`src/rtl/psi_pkg.sv`:
```
package psi_pkg;
  localparam int BYTE_W = 8;
  localparam int NUM_BYTES = 4;
  localparam logic [BYTE_W-1:0] ENA_OP   = 8'hAC;
  localparam logic [BYTE_W-1:0] ENA_KEY  = 8'h53;
  localparam logic [BYTE_W-1:0] RD_OP    = 8'h20;
  localparam logic [BYTE_W-1:0] POLL_OP  = 8'hF0;

  typedef struct packed {
    logic [BYTE_W-1:0] op;
    logic [BYTE_W-1:0] hi;
    logic [BYTE_W-1:0] lo;
    logic [BYTE_W-1:0] dat;
  } instr_t;
endpackage

```
`src/rtl/psi_sync.sv`:
```
module psi_sync #(
  parameter int W = 1
) (
  input  logic         clk_i,
  input  logic         rst_ni,
  input  logic [W-1:0] d_i,
  output logic [W-1:0] q_o
);
  for (genvar g = 0; g < W; g++) begin : g_bit
    logic s1, s2;
    always_ff @(posedge clk_i or negedge rst_ni) begin
      if (!rst_ni) begin
        s1 <= 1'b0;
        s2 <= 1'b0;
      end else begin
        s1 <= d_i[g];
        s2 <= s1;
      end
    end
    assign q_o[g] = s2;
  end
endmodule

```
`src/rtl/psi_shift.sv`:
```
module psi_shift #(
  parameter int BW = 8,
  parameter int NB = 4,
  localparam int CW  = $clog2(BW),
  localparam int BCW = $clog2(NB)
) (
  input  logic           clk_i,
  input  logic           rst_ni,
  input  logic           clr_i,
  input  logic           sck_i,
  input  logic           mosi_i,
  input  logic [BW-1:0]  resp_i,
  output logic [BW-1:0]  byte_o,
  output logic           done_o,
  output logic [BCW-1:0] idx_o,
  output logic           miso_o
);
  logic           sck_q;
  logic           rise, fall;
  logic [CW-1:0]  bit_cnt;
  logic [BCW-1:0] byte_cnt;
  logic [BW-2:0]  sh;
  logic [BW-1:0]  tx;
  logic           load_pend;
  logic           miso_q;

  assign rise   = sck_i & ~sck_q;
  assign fall   = ~sck_i & sck_q;
  assign done_o = rise && !clr_i && (bit_cnt == CW'(BW-1));
  assign byte_o = {sh, mosi_i};
  assign idx_o  = byte_cnt;
  assign miso_o = miso_q;

  always_ff @(posedge clk_i or negedge rst_ni) begin
    if (!rst_ni) sck_q <= 1'b0;
    else         sck_q <= sck_i;
  end

  always_ff @(posedge clk_i or negedge rst_ni) begin
    if (!rst_ni) begin
      bit_cnt   <= '0;
      byte_cnt  <= '0;
      sh        <= '0;
      tx        <= '0;
      load_pend <= 1'b0;
      miso_q    <= 1'b0;
    end else if (clr_i) begin
      bit_cnt   <= '0;
      byte_cnt  <= '0;
      sh        <= '0;
      tx        <= '0;
      load_pend <= 1'b0;
      miso_q    <= 1'b0;
    end else begin
      if (rise) begin
        sh <= byte_o[BW-2:0];
        if (bit_cnt == CW'(BW-1)) begin
          bit_cnt   <= '0;
          byte_cnt  <= (byte_cnt == BCW'(NB-1)) ? '0 : byte_cnt + 1'b1;
          load_pend <= 1'b1;
        end else begin
          bit_cnt <= bit_cnt + 1'b1;
        end
      end
      if (fall) begin
        if (load_pend) begin
          miso_q    <= resp_i[BW-1];
          tx        <= {resp_i[BW-2:0], 1'b0};
          load_pend <= 1'b0;
        end else begin
          miso_q <= tx[BW-1];
          tx     <= {tx[BW-2:0], 1'b0};
        end
      end
    end
  end


  clr_hold_chk: assert property (@(posedge clk_i) disable iff (!rst_ni)
    clr_i |=> (bit_cnt == '0) && (byte_cnt == '0) && !miso_q);

  miso_edge_chk: assert property (@(posedge clk_i) disable iff (!rst_ni)
    (!fall && !clr_i) |=> $stable(miso_q));

  bit_rise_chk: assert property (@(posedge clk_i) disable iff (!rst_ni)
    (!rise && !clr_i) |=> $stable(bit_cnt) && $stable(byte_cnt));
endmodule

```
`src/rtl/psi_decode.sv`:
```
module psi_decode
  import psi_pkg::*;
#(
  localparam int NB  = NUM_BYTES,
  localparam int BW  = BYTE_W,
  localparam int BCW = $clog2(NB)
) (
  input  logic           clk_i,
  input  logic           rst_ni,
  input  logic           clr_i,
  input  logic           done_i,
  input  logic [BCW-1:0] idx_i,
  input  logic [BW-1:0]  byte_i,
  input  logic [BW-1:0]  rd_data_i,
  input  logic           busy_i,
  output instr_t         instr_o,
  output logic           valid_o,
  output logic           en_o,
  output logic [BW-1:0]  resp_o
);
  logic [BW-1:0] bq [NB];
  logic          en_q, valid_q;
  logic          is_ena;

  assign is_ena = (bq[0] == ENA_OP) && (bq[1] == ENA_KEY);

  always_ff @(posedge clk_i or negedge rst_ni) begin
    if (!rst_ni) begin
      for (int i = 0; i < NB; i++) bq[i] <= '0;
      en_q    <= 1'b0;
      valid_q <= 1'b0;
    end else if (clr_i) begin
      for (int i = 0; i < NB; i++) bq[i] <= '0;
      en_q    <= 1'b0;
      valid_q <= 1'b0;
    end else begin
      valid_q <= 1'b0;
      if (done_i) begin
        bq[idx_i] <= byte_i;
        if (idx_i == BCW'(NB-1)) begin
          if (is_ena)    en_q    <= 1'b1;
          else if (en_q) valid_q <= 1'b1;
        end
      end
    end
  end

  // idx_i points at the byte about to be shifted
  always_comb begin
    resp_o = '0;
    if (idx_i != '0) resp_o = bq[idx_i - 1'b1];
    if (idx_i == BCW'(NB-1) && en_q) begin
      if (bq[0] == RD_OP)        resp_o = rd_data_i;
      else if (bq[0] == POLL_OP) resp_o = {{(BW-1){1'b0}}, busy_i};
    end
  end

  assign instr_o = '{op: bq[0], hi: bq[1], lo: bq[2], dat: bq[3]};
  assign valid_o = valid_q;
  assign en_o    = en_q;


  valid_pulse_chk: assert property (@(posedge clk_i) disable iff (!rst_ni)
    valid_q |=> !valid_q);

  valid_gated_chk: assert property (@(posedge clk_i) disable iff (!rst_ni)
    valid_q |-> en_q);

  en_at_frame_chk: assert property (@(posedge clk_i) disable iff (!rst_ni)
    $rose(en_q) |-> $past(done_i && idx_i == BCW'(NB-1)));
endmodule

```
`src/rtl/prog_serial_if.sv`:
```
module prog_serial_if
  import psi_pkg::*;
(
  input  logic       clk_i,
  input  logic       rst_ni,
  input  logic       tgt_rst_i,
  input  logic       sck_i,
  input  logic       mosi_i,
  output logic       miso_o,
  input  logic [7:0] rd_data_i,
  input  logic       busy_i,
  output logic       cmd_valid_o,
  output logic [7:0] cmd_op_o,
  output logic [7:0] cmd_addr_hi_o,
  output logic [7:0] cmd_addr_lo_o,
  output logic [7:0] cmd_data_o,
  output logic       prog_en_o
);
  localparam int BCW = $clog2(NUM_BYTES);

  logic [2:0]        sync_q;
  logic              clr, sck_s, mosi_s;
  logic [BYTE_W-1:0] rx_byte, resp;
  logic              done;
  logic [BCW-1:0]    idx;
  instr_t            instr;

  psi_sync #(.W(3)) u_sync (
    .clk_i (clk_i),
    .rst_ni(rst_ni),
    .d_i   ({tgt_rst_i, mosi_i, sck_i}),
    .q_o   (sync_q)
  );
  assign {clr, mosi_s, sck_s} = sync_q;

  psi_shift #(.BW(BYTE_W), .NB(NUM_BYTES)) u_shift (
    .clk_i (clk_i),
    .rst_ni(rst_ni),
    .clr_i (clr),
    .sck_i (sck_s),
    .mosi_i(mosi_s),
    .resp_i(resp),
    .byte_o(rx_byte),
    .done_o(done),
    .idx_o (idx),
    .miso_o(miso_o)
  );

  psi_decode u_dec (
    .clk_i    (clk_i),
    .rst_ni   (rst_ni),
    .clr_i    (clr),
    .done_i   (done),
    .idx_i    (idx),
    .byte_i   (rx_byte),
    .rd_data_i(rd_data_i),
    .busy_i   (busy_i),
    .instr_o  (instr),
    .valid_o  (cmd_valid_o),
    .en_o     (prog_en_o),
    .resp_o   (resp)
  );

  assign cmd_op_o      = instr.op;
  assign cmd_addr_hi_o = instr.hi;
  assign cmd_addr_lo_o = instr.lo;
  assign cmd_data_o    = instr.dat;
endmodule

```
`config.mk`:
```
export PLATFORM = sky130hd
export DESIGN_NAME = prog_serial_if
export DESIGN_NICKNAME = d
export VERILOG_FILES = /design/src/rtl/psi_pkg.sv /design/src/rtl/psi_sync.sv /design/src/rtl/psi_shift.sv /design/src/rtl/psi_decode.sv /design/src/rtl/prog_serial_if.sv
export SDC_FILE = /design/constraint.sdc
export NUM_CORES = 1
export LEC_CHECK = 0
export BUFFER_PORTS_ARGS = -buffer_cell sky130_fd_sc_hd__buf_2
export CORE_ASPECT_RATIO = 0.5
export CORE_MARGIN = 2
export CORE_UTILIZATION = 30
export CTS_CLUSTER_SIZE = 40
export DETAILED_ROUTE_END_ITERATION = 10
export GPL_TIMING_DRIVEN = 1
export PLACE_DENSITY_LB_ADDON = 0.08
export SLEW_MARGIN = 15
export SYNTH_ARGS = -nofsm -noshare
export SYNTH_HDL_FRONTEND = slang
export SYNTH_SLANG_ARGS = --single-unit
```
`constraint.sdc`:
```
create_clock -name clk_i -period 2.3 [get_ports clk_i]
set_clock_uncertainty 0.05 [all_clocks]
set_input_delay 0 -clock clk_i [delete_from_list [all_inputs] [get_ports clk_i]]
set_output_delay 0 -clock clk_i [all_outputs]
set_load 0.02 [all_outputs]
```
==> results.sh, run 1 <==
export IMPL_status="completed"
export IMPL_postSynthAreaPerCell_um2=9.81
export IMPL_ioPinCount=49
export IMPL_syn_cell_area_um2=3060
export IMPL_crit_type="flip-flop to flip-flop"
export IMPL_worst_slack_ps=192
export IMPL_dpl_hpwl_um=6420
export IMPL_drive_gt1_share_pct=22.4
export IMPL_cts_resized=0
export IMPL_setup_tns_ps=0
export IMPL_highest_layer="met4"
export IMPL_cp_cell_sequence="inv_1 -> ha_1 -> mux4_1 -> a311o_1"
export IMPL_num_vias=2512
export IMPL_synth_yosys_seq_area_share_pct=50.7
export IMPL_critPathSlowestCell="ha_1"
export IMPL_ir_drop_v=0.000319
export IMPL_grt_pass1_vias=2430
export IMPL_p_per_area_nw_per_um2=637
export IMPL_async_flop_share_pct=100
export IMPL_cts_sinks=62
export IMPL_io_buffers=48
export IMPL_cap_viol_max_count=0
export IMPL_grt_pass1_wl_um=14200
export IMPL_rows=25
export IMPL_drc=0
export IMPL_numCtsBuffers=9
export IMPL_dr_wl_met3_um=503
export IMPL_synthFlopType="dfrtp_1"
export IMPL_core_um2=9670
export IMPL_r2r_cells=4
export IMPL_slew_headroom_pct=49.9
export IMPL_crit_path_start_kind="flip-flop"
export IMPL_synth_nets=332
export IMPL_syn_inst=312
export IMPL_rr_endpoint="u_shift.tx[6]"
export IMPL_wl_per_cell_um=18.1
export IMPL_critical_path_arrival_ps=2260
export IMPL_drv_slew=0
export IMPL_track_usage_pct=17.5
export IMPL_synth_cell_types=37
export IMPL_setup_viol=0
export IMPL_max_stage_delay_ps=590
export IMPL_clockBufferDepth=2
export IMPL_cts_tree="yes"
export IMPL_p_total_mw=2.41
export IMPL_drtIter0Drc=172
export IMPL_syn2layout_area_growth_pct=23.8
export IMPL_ys_seq_elements=62
export IMPL_antenna_found_initial=0
export IMPL_routed_wl_um=9210
export IMPL_synth_enable_flop_cells=0
export IMPL_cp_end_kind="flip-flop"
export IMPL_critPathMaxFanout=9
export IMPL_grt_overflow_total=0
export IMPL_die_w_um=147
export IMPL_initial_utilization_pct=31.7
export IMPL_antenna_cells=0
export IMPL_grt_start_max_net_pins=55
export IMPL_final_nets=391
export IMPL_cts_root_buf="clkbuf_16"
export IMPL_ys_warnings_count=0
export IMPL_clock_latency_ps=320
export IMPL_tightest_slew_ps=750
export IMPL_finalHoldViolCount=0
export IMPL_wl_met2_um=3990
export IMPL_p_leak_nw=1.69
export IMPL_min_period_over_period_pct=91.6
export IMPL_path_clk_slew_ps=50
export IMPL_rsz0062_at_grt="false"
export IMPL_r2r_start="u_shift.idx_o[0]"
export IMPL_ctsHtreeMaxLevel=3
export IMPL_drt_pass1_iter_count=5
export IMPL_via_per_inst=4.93
export IMPL_fmax_mhz=474
export IMPL_ant_nets=0
export IMPL_post_place_ws_ps=191
export IMPL_r2r_slack_ps=190
export IMPL_dieHeight_um=75.4
export IMPL_place_gp_congestion=0.728
export IMPL_wl_met1_um=4650
export IMPL_critPathRequiredTime_ps=2450
export IMPL_die_area_um2=11100
export IMPL_min_period_ps=2110
export IMPL_hold_class="input pin to async pin"
worst max-delay path by stage:
| stage | slack (ps) | end | from | depth (start not counted) |
|---|---|---|---|---|
| finish | 190 | u_shift.tx[6] | u_shift.idx_o[0] | 4 |
| global route | 140 | u_shift.tx[2] | u_shift.idx_o[0] | 4 |
| CTS | 180 | u_shift.tx[6] | u_shift.idx_o[0] | 4 |
| detailed placement | 190 | u_shift.tx[6] | u_shift.idx_o[0] | 4 |
| global placement | 220 | u_shift.tx[6] | u_shift.idx_o[0] | 4 |
| floorplan | 470 | u_shift.miso_o | u_shift.idx_o[0] | 6 |
logic make-up after synthesis:
kind of cell / count (synthesis) / synth area share [%]
fa+ha+maj: 6 / 2.45
buf+inv: 24 / 4.34
compound gates: 70 / 14.0
xor+xnor: 2 / 0.573
simple gates: 140 / 21.9
flops: 62 / 50.7
mux: 8 / 6.01
layout make-up:
class | instances | area [um2]
multi-input combinational | 226 | 1380
timing repair buffer | 67 | 410
sequential | 62 | 1550
fill | 978 | 5880
tap | 135 | 169
clock inverter | 2 | 10.0
inverter | 5 | 18.8
clock buffer | 13 | 250
synthesized netlist by cell type (all sizes together) (2+ instances only):
cell type,number,area (um2)
ha,6,75.1
dfrtp,62,1550
clkbuf,11,61.3
nand3b,7,52.6
nand2b,3,18.8
nor2,7,28.8
mux4,8,184
o21a,7,52.6
inv,5,18.8
a21oi,50,250
and3,7,43.8
a311o,7,70.1
xnor2,2,17.5
nand2,96,360
buf,8,52.6
and2,4,25.0
nor2b,4,25.0
nand3,3,15.0
sequential cells by signal, indices dropped and copies added, names as in the netlist:
signal and flops:
u_sync.g_bit.s1 3, u_shift.tx 7, u_shift.sh 7, u_dec.valid_o 1
u_shift.sck_q 1, u_shift.miso_o 1, u_shift.load_pend 1, u_shift.bit_cnt 3
u_shift.idx_o 2, u_dec.en_o 1, u_dec.instr_o 32, u_sync.g_bit.s2 3
where the power goes:
group | internal, mW | switching (mW)
combinational | 0.0354 | 0.0628
sequential | 1.10 | 0.0107
clock | 0.748 | 0.450
total | 1.89 | 0.524
per-stage QoR:
step	std cells	hold slack (ps)	area [um2]	util [%]
6_report	510	197	3790	39.2
5_1_grt	510	258	3790	39.2
4_1_cts	510	211	3790	39.2
3_5_place_dp	484	20.9	3420	35.3
3_3_place_gp	484	10.4	3420	35.3
2_1_floorplan	312	-346	3060	-
worst max-delay path, delay by kind of cell (launching register included):
family,cells,cell delay (ps)
buf+inv,1,90
mux,1,450
fa+ha+maj,1,590
flops,1,420
compound gates,1,390
routing by layer:
| layer | up-vias | track usage (%) |
|---|---|---|
| li1 | 1191 | - |
| met1 | 1253 | 25.1 |
| met2 | 62 | 26.4 |
| met3 | 6 | 5.09 |
| met4 | 0 | 4.21 |
| met5 | - | 0 |
placed cells by master (no fill, tap or decap), types with 2 or more instances in the layout:
cell           count
nor2_1             6
buf_2             48
nand3b_1           7
dfrtp_1           61
clkbuf_16          9
clkinv_2           2
nand2b_1           3
clkbuf_1           3
inv_1              5
ha_1               6
o21a_1             7
and2_1             4
mux4_2             7
dlygate4sd3_1     11
nor2b_1            4
buf_4              8
nand3_1            3
a21oi_1           50
nand2_1           96
xnor2_1            2
and3_1             7
a311o_1            7
repair_timing:
item,4_1_cts,5_1_grt
setup endpoints to repair,0,0
hold endpoints to repair,33,0
hold buffers,11,0
buffers inserted,0,0
Note: power is estimated with default switching activity, not from simulation.
==> run 2, diff against run 1 <==
- PLACE_DENSITY: default -> 0.5
- PLACE_DENSITY_LB_ADDON: 0.08 -> default
- clock period: 2.3 -> 2.2 ns (I/O delays scaled with it)
==> run 2 against run 1 <==
Against the previous run:
- combinational power is 6.0% lower
- register-to-register slack hardly changed
- count of clock-buffer cells in the layout is 2 higher
- utilization hardly changed
- power is 8.1% higher
- via count is 0.20% higher
- sequential share of layout area is 0.074 points lower
- critical endpoint is now u_shift.tx[7]
- largest power group unchanged
- highest routed layer unchanged
==> results.sh, run 2 (synthesis results as in run 1) <==
export IMPL_status="completed"
export IMPL_r2r_cells=4
export IMPL_rows=25
export IMPL_finalHoldViolCount=0
export IMPL_cap_viol_max_count=0
export IMPL_drtIter0Drc=230
export IMPL_die_area_um2=11100
export IMPL_final_nets=388
export IMPL_dieHeight_um=75.4
export IMPL_grt_overflow_total=0
export IMPL_drive_gt1_share_pct=21.8
export IMPL_startpoint="u_shift.idx_o[0]"
export IMPL_io_buffers=48
export IMPL_fmax_mhz=501
export IMPL_critical_path_arrival_ps=2160
export IMPL_path_clk_slew_ps=50
export IMPL_path_buf_inv=1
export IMPL_cts_sinks=62
export IMPL_critPathTopFamily="adder cells"
export IMPL_grt_start_max_net_pins=63
export IMPL_worstHoldEndpoint="u_shift.tx[1]"
export IMPL_cp_end_kind="flip-flop"
export IMPL_rsz0062_at_grt="false"
export IMPL_hold_class="input pin to flip-flop"
export IMPL_core_um2=9670
export IMPL_ctsHtreeMaxLevel=3
export IMPL_setup_tns_ps=0
export IMPL_ant_nets=0
export IMPL_clockBufferDepth=2
export IMPL_drv_slew=0
export IMPL_drt_pass1_iter_count=4
export IMPL_p_leak_nw=1.69
export IMPL_hold_start="busy_i"
export IMPL_r2r_start="u_shift.idx_o[0]"
export IMPL_critPathMaxFanout=9
export IMPL_initial_utilization_pct=31.7
export IMPL_grt_pass1_wl_um=13800
export IMPL_fin_hold_ws_ps=214
export IMPL_routed_wl_um=8720
export IMPL_p_total_mw=2.61
export IMPL_tightest_slew_ps=807
export IMPL_crit_type="flip-flop to flip-flop"
export IMPL_mostFrequentLayoutCells="nand2_1, dfrtp_1, a21oi_1"
export IMPL_hold_path_cell_count=5
export IMPL_cts_root_buf="clkbuf_16"
export IMPL_slew_headroom_pct=46.2
export IMPL_place_gp_congestion=0.759
export IMPL_dpl_hpwl_um=6150
export IMPL_critPathRequiredTime_ps=2360
export IMPL_setup_viol=0
export IMPL_layout_cells_most_common="nand2_1"
export IMPL_antenna_found_initial=0
export IMPL_numCtsBuffers=9
export IMPL_ir_drop_v=0.000392
export IMPL_r2r_slack_ps=200
export IMPL_antenna_cells=0
export IMPL_grt_pass1_vias=2454
export IMPL_cp_cell_sequence="inv_1 -> ha_1 -> mux4_2 -> a311o_1"
export IMPL_min_period_ps=2000
export IMPL_clock_latency_ps=330
export IMPL_cts_resized=0
export IMPL_crit_path_start_kind="flip-flop"
export IMPL_critPathSlowestCell="ha_1"
export IMPL_max_stage_delay_ps=510
export IMPL_via_per_inst=4.96
export IMPL_largest_reg_flops=32
export IMPL_die_w_um=147
export IMPL_cts_tree="yes"
export IMPL_p_per_area_nw_per_um2=688
export IMPL_ioPinCount=49
export IMPL_syn2layout_area_growth_pct=23.9
export IMPL_wl_per_cell_um=17.2
export IMPL_rr_endpoint="u_shift.tx[7]"
export IMPL_fill_cells=979
export IMPL_num_vias=2517
export IMPL_min_period_over_period_pct=90.8
export IMPL_drc=0
export IMPL_track_usage_pct=16.9
[run 2: changes by cell type in the layout (fill, tap and decap cells not counted)]
cell      previous run  this run
dfrtp_2              1         0
dfrtp_1             61        62
clkbuf_8             1         4
buf_4                8         5
clkinv_2             2         0
clkbuf_1             3         2
[run 2: stage by stage]
| stage | cells | setup slack, ps | util, % | area, um2 |
|---|---|---|---|---|
| 3_5_place_dp | 481 | 200 | 35.1 | 3390 |
| 6_report | 507 | 203 | 39.2 | 3790 |
| 5_1_grt | 507 | 63.0 | 39.2 | 3790 |
| 3_3_place_gp | 481 | 303 | 35.1 | 3390 |
| 2_1_floorplan | 312 | 368 | - | 3060 |
| 4_1_cts | 507 | 195 | 39.2 | 3790 |
[run 2: worst min-delay path, cell delays in order]
cell	delay, ps
buf_2	90
inv_1	50
o22a_1	120
o41ai_1	70
a41o_2	220
[run 2: repair_timing]
item | CTS | global route
endpoints found under the hold margin | 72 | 0
hold buffers | 11 | 0
setup buffers | 0 | 0
[run 2: layer usage]
metal	vias up	wire, um	track usage (%)
li1	1186	-	-
met1	1279	4210	22.9
met2	48	4040	26.7
met3	4	408	4.85
met4	0	60	5.39
met5	-	0	0
[run 2: worst max path at each step]
| stage | slack (ps) | depth (start not counted) | end |
|---|---|---|---|
| 6_report | 200 | 4 | u_shift.tx[7] |
| 5_1_grt | 60 | 6 | u_dec.valid_o |
| 4_1_cts | 190 | 6 | u_dec.valid_o |
| 3_5_place_dp | 200 | 4 | u_shift.tx[7] |
| 3_3_place_gp | 300 | 4 | u_shift.tx[6] |
| 2_1_floorplan | 370 | 6 | u_shift.miso_o |
[run 2: cell type report]
type / count / area (um2) / share of cell area, %
Clock buffer: 15 / 288 / 7.59
Inverter: 5 / 18.8 / 0.495
Multi-Input combinational cell: 226 / 1380 / 36.3
Sequential cell: 62 / 1550 / 40.9
Tap cell: 135 / 169 / 4.46
Timing Repair Buffer: 64 / 388 / 10.2
[run 2: power by group]
part	internal, mW	leakage, nW	total (mW)	switching [mW]
clock	0.879	0.142	1.35	0.468
sequential	1.15	0.849	1.17	0.0150
combinational	0.0349	0.698	0.0923	0.0573
